## src/rtl/cvp_sync_gen.sv

```systemverilog
module cvp_sync_gen #(
  parameter int LINES = 525
) (
  input  logic        clk,
  input  logic        rst,
  input  logic [10:0] line_code,
  input  logic        std_pal,
  input  logic        vblank_long,
  input  logic        progressive,
  input  logic [2:0]  pol,
  input  logic        burst_long,
  input  logic        csync_raw_sel,
  input  logic        raw_sync,
  output logic        csync,
  output logic        hblank,
  output logic        vblank,
  output logic        sclamp,
  output logic        bclamp
);
  localparam int H_W  = 13;
  localparam int V_W  = $clog2(LINES);
  localparam int HL_W = V_W + 2;

  localparam logic [H_W-1:0] DEF_NTSC  = H_W'(3432);
  localparam logic [H_W-1:0] DEF_PAL   = H_W'(3456);
  localparam logic [H_W-1:0] CODE_BASE = H_W'(2048);
  localparam logic [H_W-1:0] HS_END    = H_W'(256);
  localparam logic [H_W-1:0] SC_BEG    = H_W'(32);
  localparam logic [H_W-1:0] SC_END    = H_W'(224);
  localparam logic [H_W-1:0] BG_BEG    = H_W'(288);
  localparam logic [H_W-1:0] BG_SHORT  = H_W'(288 + 128);
  localparam logic [H_W-1:0] BG_LONG   = H_W'(288 + 256);
  localparam logic [H_W-1:0] HB_END    = H_W'(560);
  localparam logic [H_W-1:0] HB_FP     = H_W'(64);
  localparam logic [H_W-1:0] BROAD_GAP = H_W'(128);

  localparam logic [V_W-1:0]  LAST_V   = V_W'(LINES - 1);
  localparam logic [HL_W-1:0] VS_HL    = HL_W'(6);
  localparam logic [HL_W-1:0] F1_HL    = HL_W'(LINES);
  localparam logic [HL_W-1:0] F1_VS_HL = HL_W'(LINES + 6);
  localparam logic [HL_W-1:0] VB_S_HL  = HL_W'(18);
  localparam logic [HL_W-1:0] VB_L_HL  = HL_W'(32);

  logic [H_W-1:0]  hcnt, line_len, half, q;
  logic [V_W-1:0]  vcnt;
  logic [HL_W-1:0] hl, vb_hl;
  logic            upper, in_vs, in_vb, regen;
  logic            cs_q, hb_q, vb_q, sc_q, bg_q;

  assign line_len = (line_code == 11'd0) ? (std_pal ? DEF_PAL : DEF_NTSC)
                                         : {1'b0, line_code, 1'b0} + CODE_BASE;
  assign half  = line_len >> 1;
  assign upper = hcnt >= half;
  assign q     = upper ? hcnt - half : hcnt;
  assign hl    = {1'b0, vcnt, upper};
  assign vb_hl = vblank_long ? VB_L_HL : VB_S_HL;

  assign in_vs = (hl < VS_HL) ||
                 (!progressive && hl >= F1_HL && hl < F1_VS_HL);
  assign in_vb = (hl < vb_hl) ||
                 (!progressive && hl >= F1_HL && hl < F1_HL + vb_hl);
  assign regen = in_vs ? (q < half - BROAD_GAP) : (hcnt < HS_END);

  always_ff @(posedge clk) begin
    if (rst) begin
      hcnt <= '0;
      vcnt <= '0;
    end else if (hcnt == line_len - H_W'(1)) begin
      hcnt <= '0;
      vcnt <= (vcnt == LAST_V) ? '0 : vcnt + V_W'(1);
    end else begin
      hcnt <= hcnt + H_W'(1);
    end
  end

  always_ff @(posedge clk) begin
    if (rst) begin
      cs_q <= 1'b0;
      hb_q <= 1'b0;
      vb_q <= 1'b0;
      sc_q <= 1'b0;
      bg_q <= 1'b0;
    end else begin
      cs_q <= csync_raw_sel ? raw_sync : regen;
      hb_q <= (hcnt < HB_END) || (hcnt >= line_len - HB_FP);
      vb_q <= in_vb;
      sc_q <= (hcnt >= SC_BEG) && (hcnt < SC_END);
      bg_q <= (hcnt >= BG_BEG) && (hcnt < (burst_long ? BG_LONG : BG_SHORT));
    end
  end

  assign csync  = ~(cs_q ^ pol[0]);
  assign hblank = ~(hb_q ^ pol[1]);
  assign vblank = ~(vb_q ^ pol[1]);
  assign sclamp = ~(sc_q ^ pol[2]);
  assign bclamp = ~(bg_q ^ pol[2]);
endmodule


```

## config.mk

```make
export PLATFORM = sky130hd
export DESIGN_NAME = cvp_sync_gen
export DESIGN_NICKNAME = d
export VERILOG_FILES = /design/src/rtl/cvp_sync_gen.sv
export SDC_FILE = /design/constraint.sdc
export NUM_CORES = 1
export LEC_CHECK = 0
export BUFFER_PORTS_ARGS = -buffer_cell sky130_fd_sc_hd__buf_4
export CAP_MARGIN = 20
export CORE_MARGIN = 8
export CORE_UTILIZATION = 60
export DETAILED_ROUTE_END_ITERATION = 7
export GPL_ROUTABILITY_DRIVEN = 0
export GPL_TIMING_DRIVEN = 0
export MAX_ROUTING_LAYER = met4
export PLACE_DENSITY = 0.81
export SYNTH_ARGS = -nofsm -noshare
export SYNTH_HDL_FRONTEND = slang
export SYNTH_SLANG_ARGS = --single-unit
```

## constraint.sdc

```tcl
create_clock -name clk -period 5.5 [get_ports clk]
set_clock_uncertainty 0.05 [all_clocks]
set_input_delay 0.55 -clock clk [delete_from_list [all_inputs] [get_ports clk]]
set_output_delay 0.55 -clock clk [all_outputs]
set_load 0.02 [all_outputs]
```

### After elaboration in Yosys (flattened, before gate mapping)

Cells that the tools add are included.
W data, S select, Z words.

| operators by class | value |
|---|---|
| equality and inequality tests | 2 |
| bitwise logic cells | 10 |
| reductions and logical operators | 11 |
| $add $sub $neg | 8 |
| mux-type cells | 8 |
| order comparisons | 14 |

Operator list:

| kind | number |
|---|---|
| $mux W13 | 2 |
| $mux W10 | 2 |
| $add A12 B12 Y13 const B | 1 |
| $add A13 B1 Y13 const B | 1 |
| $eq A13 B13 Y1 | 1 |
| $ge A13 B12 Y1 | 1 |
| $ge A13 B13 Y1 | 1 |
| $ge A13 B6 Y1 const B | 1 |
| $ge A13 B9 Y1 const B | 1 |
| $lt A13 B10 Y1 | 1 |
| $lt A13 B10 Y1 const B | 1 |
| $lt A13 B13 Y1 | 1 |
| $lt A13 B8 Y1 const B | 1 |
| $lt A13 B9 Y1 const B | 1 |
| $sub A12 B8 Y13 const B | 1 |
| $sub A13 B1 Y13 const B | 1 |
| $sub A13 B12 Y13 | 1 |
| $sub A13 B7 Y13 const B | 1 |
| $add A10 B6 Y11 const A | 1 |
| $ge A11 B10 Y1 const B | 1 |
| $logic_not A11 Y1 | 1 |
| $lt A11 B10 Y1 const B | 1 |
| $lt A11 B11 Y1 | 1 |
| $lt A11 B3 Y1 const B | 1 |
| 12 further kinds | 27 |

| word-level totals | value |
|---|---|
| register bits after elaboration | 28 |
| logic and storage cells | 60 |
| output and inout port bits | 5 |
| bits of input ports | 22 |

### Depth between registers and ports, before layout

Gate-level depths: netlist (run 1).

| depth | value |
|---|---|
| depth after elaboration | 9 |
| mapped depth | 22 |
| gate-level depth less buffers | 22 |

### Least setup slack after synthesis (run 1)

Ideal clock, no wire load.

| timing | value |
|---|---|
| path kind | input to register |
| start point | input line_code[0] |
| end point | register cs_q |
| data arrival time | 4.351 ns |
| path slack | 1.020 ns |
| setup time | 0.079 ns |
| required time | 5.371 ns |
| stages | 21 |
| path buffers | 2 |
| cells stage by stage | inv_1 ha_1 nor2b_1 and4_1 a21oi_1 ha_1 a21oi_1 o21ai_0 a21oi_1 nand2_1 clkbuf_1 buf_1 a21oi_1 ha_1 a21o_1 a21oi_1 nor2b_1 o21ai_0 o2111a_1 o21ai_0 o211ai_1 |

| on the way | value |
|---|---|
| word-level cells in the longest chain between the ends | 9 |
| elaborated cells on any way between the ends | 16 |
| classes of those cells | add/sub (3); order compare (5); mux (4); reduce/logical (4) |

RTL lines:

| what | line | RTL |
|---|---|---|
| from (decl) | 6 | `input logic [10:0] line_code,` |
| $add A12 B12 Y13 / $logic_not A11 Y1 (equally long branches) | 51, 50 |  |
| $mux W13 (*) | 50 | `assign line_len = (line_code == 11'd0) ? (std_pal ? DEF_PAL : DEF_NTSC)` |
| $ge A13 B12 Y1 | 53 | `assign upper = hcnt >= half;` |
| $ge A11 B10 Y1 | 59 | `(!progressive && hl >= F1_HL && hl < F1_VS_HL);` |
| $logic_and A1 B1 Y1 (2 in series) | 59 |  |
| $logic_or A1 B1 Y1 | 58 | `assign in_vs = (hl < VS_HL) \|\|` |
| $mux W1 (*) | 62 | `assign regen = in_vs ? (q < half - BROAD_GAP) : (hcnt < HS_END);` |
| $mux W1 (*) | 84 | `cs_q <= csync_raw_sel ? raw_sync : regen;` |
| to (signal assigned) | 84 |  |
| to (decl) | 48 | `logic cs_q, hb_q, vb_q, sc_q, bg_q;` |

Mark *: on every way between the ends. The rest lies on a longest branch, timed or not.
A chain may end at the register's enable or synchronous reset.

### Final worst setup path (run 1)

Same ends and word-level chain as after synthesis.

==> flow_metrics.env, run 1 <==
export IMPL_final_area_um2=4090
export IMPL_layout_commonest_cell="ha_1"
export IMPL_cts_buffers=3
export IMPL_worst_pin_slew_ns=1.07
export IMPL_synth_seq_cells=28
export IMPL_num_nets_final=591
export IMPL_filler_cell_count=520
export IMPL_maxSlewHeadroom_pct=27.9
export IMPL_grt_pass1_wl_mm=17.3
export IMPL_n_antenna_cell=0
export IMPL_drt_iter0_drc=234
export IMPL_post_dp_hpwl_mm=8.41
export IMPL_clk_pin_slew_worst_paths_ns=0.10
export IMPL_synth_main_ff_cell="dfxtp_1"
export IMPL_period_share_pct=92.7
export IMPL_antenna_left=0
export IMPL_syn_instance_count=483
export IMPL_post_cts_buffers=0
export IMPL_synthArstFlopShare_pct=0
export IMPL_start_kind="input pin"
export IMPL_tns_ns=0
export IMPL_yosysSeqAreaShare_pct=15.0
export IMPL_placementRows=28
export IMPL_initial_core_util_pct=62.6
export IMPL_place_area_um2=4020
export IMPL_clock_sinks=28
export IMPL_setup_violations_final=0
export IMPL_critical_path_required_ns=5.67
export IMPL_fin_crit_ns=5.10
export IMPL_switchingPower_w=0.000162
export IMPL_pwr_share_seq_pct=39.7
export IMPL_die_y_um=94.8
export IMPL_antenna_found_initial=0
export IMPL_max_freq_mhz=196
export IMPL_yosys_warnings=0
export IMPL_maxSlewViolCount=0
export IMPL_grtUsageTotal_pct=24.5
export IMPL_rsz0062_at_grt="no"
export IMPL_p_comb_share_pct=28.7
export IMPL_area_growth_pct=9.76
export IMPL_drc_errors=0
export IMPL_end_kind="register"
export IMPL_fin_util_pct=68.7
export IMPL_placed_cells=584
export IMPL_criticalPathCategory="in -> reg"
export IMPL_min_path_type="in -> reg"
export IMPL_fp_dieW_um=94.8
export IMPL_grt_max_degree=17
export IMPL_final_cell_mix="ha_1 (55), nor2_1 (35), nand2_1 (34), a21oi_1 (30), xnor2_1 (30)"
export IMPL_hold_viol_final=0
export IMPL_clk_latency_ns=0.28
export IMPL_status="complete, no violations"
export IMPL_path_max_fanout=6
export IMPL_pwr_share_clk_pct=31.6
export IMPL_power_density_nw_per_um2=129
export IMPL_synth_cell_types=59
export IMPL_routed_wl_mm=10.7
export IMPL_arrival_ns=5.27
export IMPL_cts_tree="yes"
export IMPL_cap_violations=0
export IMPL_cts_max_level=1
export IMPL_firstDrtPassIters=5
export IMPL_port_buffers=26
export IMPL_p_sw_share_pct=30.6
export IMPL_layout_drive_gt1_share_pct=10.2
export IMPL_gr_total_overflow=0
export IMPL_syn_avg_cell_area_um2=7.72
export IMPL_leakage_nw=1.72
export IMPL_cts_buffer_depth=2
export IMPL_ios=27
export IMPL_synth_edf_count=0
export IMPL_core_area_um2=5960
export IMPL_syn_num_nets=561
export IMPL_stdcell_count=587
export IMPL_grt_pass1_vias=3693
export IMPL_ir_drop_uv=144
export IMPL_intPower_w=0.000367
export IMPL_viasPerCell=6.59
export IMPL_dieArea_um2=9000
export IMPL_num_vias=3868
export IMPL_netlist_area_um2=3730
export IMPL_power_w=0.000529
export IMPL_cts_root_buf="clkbuf_8"
export IMPL_wire_per_inst_um=18.2
stage by stage:
step	worst slack (ns)	hold slack (ns)
6_report	0.402	0.461
4_1_cts	0.252	0.462
2_1_floorplan	1.02	0.419
3_5_place_dp	-0.0708	0.458
5_1_grt	0.114	0.494
3_3_place_gp	0.0723	0.457
power by group through the flow:
stage / clock network (W) / registers [W] / logic, W
after floorplan: 0 / 0.000214 / 0.0000997
after global placement: 0 / 0.000215 / 0.000142
after detailed placement: 0 / 0.000215 / 0.000148
after CTS: 0.000170 / 0.000210 / 0.000149
after global routing: 0.000176 / 0.000211 / 0.000167
final: 0.000167 / 0.000210 / 0.000152
logic make-up (layout without fill, tap and decap cells):
family | Yosys count | in the layout | share of synthesized area (%)
other cells | 1 | 1 | 0.101
compound gates | 136 | 136 | 25.8
simple gates | 170 | 170 | 24.4
buf+inv | 47 | 76 | 5.10
fa+ha+maj | 56 | 56 | 19.0
xor+xnor | 44 | 44 | 10.3
flops | 28 | 28 | 15.0
mux | 1 | 1 | 0.268
area by class of cell:
cell class	instances	area, µm²	area share, %
buffer	22	96.3	2.35
timing repair buffer	26	195	4.77
tap	75	93.8	2.29
inverter	24	90.1	2.20
multi-input combinational	408	2990	73.0
clock buffer	3	41.3	1.01
clock inverter	1	30.0	0.733
sequential	28	561	13.7
cells in the mapped netlist, types with 7 or more instances:
cell type | n | area share [%]
xnor2_1 | 30 | 7.0
or3_1 | 7 | 1.2
nand2_1 | 34 | 3.4
nand3_1 | 13 | 1.7
nand4_1 | 12 | 2.0
clkbuf_1 | 14 | 1.4
nor3_1 | 19 | 2.5
ha_1 | 55 | 18
dfxtp_1 | 28 | 15
nor2_1 | 35 | 3.5
xor2_1 | 14 | 3.3
a21oi_1 | 30 | 4.0
nor2b_1 | 10 | 1.7
inv_1 | 24 | 2.4
o21ai_0 | 27 | 3.6
o31ai_1 | 8 | 1.6
o211ai_1 | 9 | 1.8
a21o_1 | 8 | 1.6
final timing paths:
check / from / endpoint / slack (ns) / cells past startpoint
max: line_code[0] / cs_q$_SDFF_PP0_ / 0.40 / 23
min: raw_sync / cs_q$_SDFF_PP0_ / 0.46 / 3
max reg2reg: hcnt[0]$_SDFF_PP0_ / cs_q$_SDFF_PP0_ / 1.33 / 18
min reg2reg: hcnt[0]$_SDFF_PP0_ / hcnt[0]$_SDFF_PP0_ / 0.47 / 1
critical path, cell delays in order:
cell       delay, ns
buf_4           0.10
inv_1           0.06
ha_1            0.26
nor2b_2         0.23
and4_1          0.25
nor2_1          0.26
ha_1            0.22
inv_1           0.05
fa_1            0.40
a21o_1          0.18
a21oi_1         0.22
o21ai_0         0.14
a2111oi_0       0.62
o31ai_1         0.22
xnor2_1         0.15
o21ai_0         0.18
ha_1            0.28
a21oi_1         0.13
nor2b_1         0.05
o21ai_0         0.23
o2111a_1        0.25
o21ai_0         0.09
o211ai_1        0.15
registers in the layout, indices dropped and copies added (netlist names):
register / flops
cs_q: 1
vcnt: 10
sc_q: 1
bg_q: 1
hb_q: 1
vb_q: 1
hcnt: 13
metal layers:
| layer | track usage, % | share of wire [%] |
|---|---|---|
| met4 | 9.88 | 3.5 |
| met5 | - | 0 |
| met3 | 4.13 | 7.2 |
| met1 | 27.9 | 41 |
| met2 | 41.5 | 48 |
timing repair:
action                                  in CTS  in global routing
endpoints found under the setup margin       0                  1
hold buffers                                 0                  0
endpoints found under the hold margin        0                  0
gates resized for setup                      0                  2
Note: power is estimated with default switching activity, not from simulation.
==> inputs of run 2 (changes only) <==
BUFFER_PORTS_ARGS = -buffer_cell sky130_fd_sc_hd__buf_2   (was -buffer_cell sky130_fd_sc_hd__buf_4)
==> run 2 against run 1 <==
- critical path type unchanged
- the flow now finishes with violations (DRC)
- clock power about the same
- setup slack lost 0.045 ns
- via count increased by 0.80%
- sequential power barely moved
- global-route usage up 0.55 points
==> flow_metrics.env, run 2 (synthesis gave the netlist of run 1 again) <==
export IMPL_status="complete, but fails checks"
export IMPL_violations="DRC"
export IMPL_fin_util_pct=68.0
export IMPL_multi_input_area_um2=3000
export IMPL_regArea_um2=561
export IMPL_n_antenna_cell=0
export IMPL_crit_buf_inv=3
export IMPL_arrival_ns=5.31
export IMPL_antenna_found_initial=0
export IMPL_hp_start="raw_sync"
export IMPL_num_nets_final=592
export IMPL_crit_family="compound AO/OA/AOI/OAI gates"
export IMPL_cts_tree="yes"
export IMPL_clock_sinks=28
export IMPL_hold_viol_final=0
export IMPL_initial_core_util_pct=62.6
export IMPL_cap_violations=0
export IMPL_maxSlewHeadroom_pct=41.1
export IMPL_core_area_um2=5960
export IMPL_reg_top3="hcnt (13), vcnt (10)"
export IMPL_max_freq_mhz=194
export IMPL_worstSetupStartpoint="line_code[2]"
export IMPL_final_cell_mix="ha_1 (55), nor2_1 (35), nand2_1 (34), buf_2 (32), xnor2_1 (30)"
export IMPL_drt_iter0_drc=359
export IMPL_grt_max_degree=17
export IMPL_rsz0062_at_grt="no"
export IMPL_holdWs_ns=0.469
export IMPL_period_share_pct=93.5
export IMPL_grtUsageTotal_pct=25.0
export IMPL_area_growth_pct=8.65
export IMPL_num_vias=3899
export IMPL_path_common_cell="a21oi_1"
export IMPL_grt_pass1_vias=3681
export IMPL_dieArea_um2=9000
export IMPL_layout_drive_gt1_share_pct=11.1
export IMPL_worst_pin_slew_ns=0.872
export IMPL_start_kind="input pin"
export IMPL_place_area_um2=3950
export IMPL_ios=27
export IMPL_leakage_nw=1.71
export IMPL_cts_max_level=1
export IMPL_routed_wl_mm=10.9
export IMPL_wire_per_inst_um=18.5
export IMPL_crit_slowest_cell="a21oi_1"
export IMPL_maxSlewViolCount=0
export IMPL_antenna_left=0
export IMPL_port_buffers=26
export IMPL_max_flop_register="hcnt"
export IMPL_min_path_type="in -> reg"
export IMPL_cts_root_buf="clkbuf_8"
export IMPL_post_cts_buffers=0
export IMPL_filler_cell_count=519
export IMPL_path_max_fanout=11
export IMPL_firstDrtPassIters=8
export IMPL_ir_drop_uv=98.1
export IMPL_cts_buffer_depth=2
export IMPL_cts_buffers=3
export IMPL_clk_pin_slew_worst_paths_ns=0.11
export IMPL_critical_path_required_ns=5.66
export IMPL_setup_violations_final=0
export IMPL_fp_dieW_um=94.8
export IMPL_largest_register_ffs=13
export IMPL_end_kind="register"
export IMPL_criticalPathCategory="in -> reg"
export IMPL_grt_pass1_wl_mm=18.1
export IMPL_post_dp_hpwl_mm=8.46
export IMPL_layout_commonest_cell="ha_1"
export IMPL_power_density_nw_per_um2=130
export IMPL_final_area_um2=4050
export IMPL_setup_ws_ns=0.356
export IMPL_fin_crit_ns=5.14
export IMPL_post_place_ws_ns=-0.198
export IMPL_cpPeakStageDelay_ns=0.45
export IMPL_die_y_um=94.8
export IMPL_path_cells="buf_2 > nor3_1 > buf_2 > and4_1 > a21oi_2 > ha_1 > a21oi_1 > o21ai_0 > a21oi_1 > nand2_1 > clkbuf_2 > a21oi_1 > ha_1 > a21o_1 > a21oi_1 > nor2b_1 > o21ai_0 > o2111a_1 > o21ai_0 > o211ai_1"
export IMPL_r2r_start="hcnt[10]$_SDFF_PP0_"
export IMPL_drc_errors=1
export IMPL_placementRows=28
export IMPL_gr_total_overflow=0
export IMPL_viasPerCell=6.63
export IMPL_clk_latency_ns=0.28
## run 2: cell count changes in the layout (fill, tap and decap cells not counted), sizes merged
cell / change
clkbuf: +1
## run 2: area by class of cell
cell class | instances | share of cell area (%)
inverter | 24 | 2.22
multi-input combinational | 408 | 74.1
tap | 75 | 2.32
clock inverter | 1 | 0.741
clock buffer | 3 | 1.02
timing repair buffer | 27 | 3.33
sequential | 28 | 13.8
buffer | 22 | 2.41
## run 2: final timing paths
check                                           to  slack, ns  cells after the start
worst min-delay path               cs_q$_SDFF_PP0_       0.47                      3
worst min register to register  hcnt[0]$_SDFF_PP0_       0.50                      1
worst max-delay path               cs_q$_SDFF_PP0_       0.36                     20
worst max register to register     cs_q$_SDFF_PP0_       1.29                     15
## run 2: per-stage QoR
stage | TNS (ns) | cells | total power, W
after detailed placement | -0.198 | 584 | 0.000358
final | 0 | 588 | 0.000527
after global routing | 0 | 588 | 0.000552
after global placement | -0.112 | 584 | 0.000351
after CTS | 0 | 588 | 0.000523
after floorplan | 0 | 483 | 0.000313
## run 2: worst min-delay path, cell delays in order
cell and delay, ns:
buf_2 0.07, nand3_1 0.05, o211ai_1 0.09
## run 2: power by group
part | internal, W | total (W) | switching (W) | leakage (nW)
registers | 0.000206 | 0.000210 | 0.00000416 | 0.227
logic | 0.0000583 | 0.000148 | 0.0000900 | 1.45
clock network | 0.0000976 | 0.000168 | 0.0000706 | 0.0357
total | 0.000362 | 0.000527 | 0.000165 | 1.71
## run 2: routing by layer
| metal | vias up | part of all wire (%) | GRT usage [%] |
|---|---|---|---|
| met5 | - | 0 | - |
| met4 | 0 | 2.8 | 6.89 |
| met3 | 37 | 8.0 | 3.81 |
| met2 | 218 | 48 | 42.6 |
| met1 | 1788 | 41 | 29.8 |
| li1 | 1856 | - | - |
## run 2: what timing repair did
action                     CTS  global route
setup endpoints to repair    0             1
gates resized for setup      0             8
hold endpoints to repair     0             0
hold buffers                 0             0
==> inputs of run 3 (changes only) <==
CORE_UTILIZATION = 53   (was 60)
PLACE_DENSITY = 0.73   (was 0.81)
==> run 3 against run 2 <==
- global-route usage is 3.8 points lower
- first-iteration DRC count is 41% lower
- critical path type unchanged
- clock power down 23%
- via count shrank 2.6%
- sequential share of layout area about the same
- the flow now finishes without violations
- power decreased by 7.6%
==> flow_metrics.env, run 3 (synthesis gave the netlist of run 1 again) <==
export IMPL_status="complete, no violations"
export IMPL_crit_slowest_cell="ha_1"
export IMPL_pwr_share_clk_pct=26.5
export IMPL_filler_cell_count=642
export IMPL_tns_ns=0
export IMPL_place_area_um2=3980
export IMPL_final_area_um2=4060
export IMPL_firstDrtPassIters=5
export IMPL_path_cells="buf_2 > inv_1 > ha_1 > nor2b_2 > and4_1 > a21oi_2 > ha_1 > a21oi_1 > o21ai_0 > a21oi_1 > nand2_1 > clkbuf_1 > clkbuf_2 > a21oi_1 > ha_1 > a21o_1 > a21oi_1 > nor2b_1 > o21ai_0 > o2111a_1 > o21ai_0 > o211ai_1"
export IMPL_post_cts_buffers=0
export IMPL_switchingPower_w=0.000159
export IMPL_crit_buf_inv=4
export IMPL_crit_family="compound AO/OA/AOI/OAI gates"
export IMPL_layout_drive_gt1_share_pct=10.9
export IMPL_cts_buffer_depth=2
export IMPL_fin_util_pct=59.8
export IMPL_viasPerCell=6.22
export IMPL_path_max_fanout=10
export IMPL_max_freq_mhz=194
export IMPL_ff2ff_setup_slack_ns=1.34
export IMPL_wl_met1_mm=4.54
export IMPL_maxSlewHeadroom_pct=47.1
export IMPL_criticalPathCategory="in -> reg"
export IMPL_initial_core_util_pct=54.9
export IMPL_fin_crit_ns=5.17
export IMPL_worst_pin_slew_ns=0.774
export IMPL_power_w=0.000487
export IMPL_wl_met2_mm=5.09
export IMPL_layout_commonest_cell="ha_1"
export IMPL_clock_sinks=28
export IMPL_grt_max_degree=16
export IMPL_cts_max_level=1
export IMPL_post_dp_hpwl_mm=8.56
export IMPL_drt_iter0_drc=213
export IMPL_intPower_w=0.000328
export IMPL_cap_violations=0
export IMPL_period_share_pct=93.9
export IMPL_cpPeakStageDelay_ns=0.39
export IMPL_n_antenna_cell=0
export IMPL_ir_drop_uv=97.8
export IMPL_p_comb_share_pct=30.3
export IMPL_rsz0062_at_grt="no"
export IMPL_path_common_cell="a21oi_1"
export IMPL_topRoutingLayerUsed="met4"
export IMPL_grt_pass1_wl_mm=17.1
export IMPL_port_buffers=26
export IMPL_p_sw_share_pct=32.6
export IMPL_reg_top3="hcnt (13), vcnt (10)"
export IMPL_critical_path_required_ns=5.66
export IMPL_end_kind="register"
export IMPL_num_vias=3797
export IMPL_setup_violations_final=0
export IMPL_drc_errors=0
export IMPL_clk_pin_slew_worst_paths_ns=0.10
export IMPL_hold_viol_final=0
export IMPL_dieArea_um2=9980
export IMPL_cts_tree="yes"
export IMPL_final_cell_mix="ha_1 (55), nor2_1 (35), nand2_1 (34), buf_2 (32), xnor2_1 (30)"
export IMPL_antenna_left=0
export IMPL_largest_register_ffs=13
export IMPL_holdWs_ns=0.462
export IMPL_start_kind="input pin"
export IMPL_grt_pass1_vias=3546
export IMPL_max_flop_register="hcnt"
export IMPL_cts_root_buf="clkbuf_8"
export IMPL_gr_total_overflow=0
export IMPL_leakage_nw=1.71
export IMPL_num_nets_final=593
export IMPL_wire_per_inst_um=17.3
export IMPL_maxSlewViolCount=0
export IMPL_ios=27
export IMPL_routed_wl_mm=10.6
export IMPL_min_path_type="in -> reg"
export IMPL_placementRows=30
export IMPL_grtUsageTotal_pct=21.2
export IMPL_area_growth_pct=8.89
export IMPL_clk_latency_ns=0.28
export IMPL_power_density_nw_per_um2=120
export IMPL_die_y_um=99.9
export IMPL_pwr_share_seq_pct=43.2
export IMPL_arrival_ns=5.33
export IMPL_antenna_found_initial=0
export IMPL_core_area_um2=6790
export IMPL_dr_wl_met3_um=568
export IMPL_fp_dieW_um=99.9
export IMPL_cts_buffers=3
-- run 3: changes by cell type in the layout (fill, tap and decap cells not counted), sizes merged --
cell and change:
clkbuf +2, bufinv -1
-- run 3: path summary, 6_finish.rpt --
check                            from            endpoint  cells after the start
setup / recovery         line_code[0]     cs_q$_SDFF_PP0_                     22
setup reg to reg  hcnt[10]$_SDFF_PP0_     cs_q$_SDFF_PP0_                     16
hold reg to reg    hcnt[0]$_SDFF_PP0_  hcnt[0]$_SDFF_PP0_                      1
hold / removal               raw_sync     cs_q$_SDFF_PP0_                      3
-- run 3: layout make-up --
class | instances | area [µm²] | share of cell area, %
repair buffers | 27 | 135 | 3.33
well taps | 96 | 120 | 2.96
clock buffers | 4 | 55.1 | 1.36
inverters | 24 | 90.1 | 2.22
multi-input cells | 408 | 3000 | 73.8
flip-flops and latches | 28 | 561 | 13.8
plain buffers | 23 | 101 | 2.50
-- run 3: tightest hold or removal path, cell delays in order --
cell,delay [ns]
buf_2,0.08
nand3_1,0.05
o211ai_1,0.08
-- run 3: through the flow --
stage	worst slack, ns	std cells
finish	0.334	610
CTS	0.0317	609
detailed placement	-0.242	605
global placement	-0.172	605
global route	0.0182	610
floorplan	1.02	483
-- run 3: power groups by stage --
stage               clock [W]  combinational (W)  sequential, W
CTS                  0.000131           0.000144       0.000210
detailed placement          0           0.000143       0.000215
global placement            0           0.000140       0.000215
global route         0.000136           0.000162       0.000211
finish               0.000129           0.000147       0.000210
floorplan                   0          0.0000997       0.000214
-- run 3: timing repair --
action | in CTS | in global routing
endpoints found under the setup margin | 0 | 1
hold buffers | 0 | 0
resized for setup | 0 | 6
-- run 3: routing by layer --
metal | track usage, % | vias up
met1 | 25.5 | 1794
met3 | 2.63 | 34
li1 | - | 1857
met2 | 35.5 | 112
met4 | 8.15 | 0
met5 | - | -
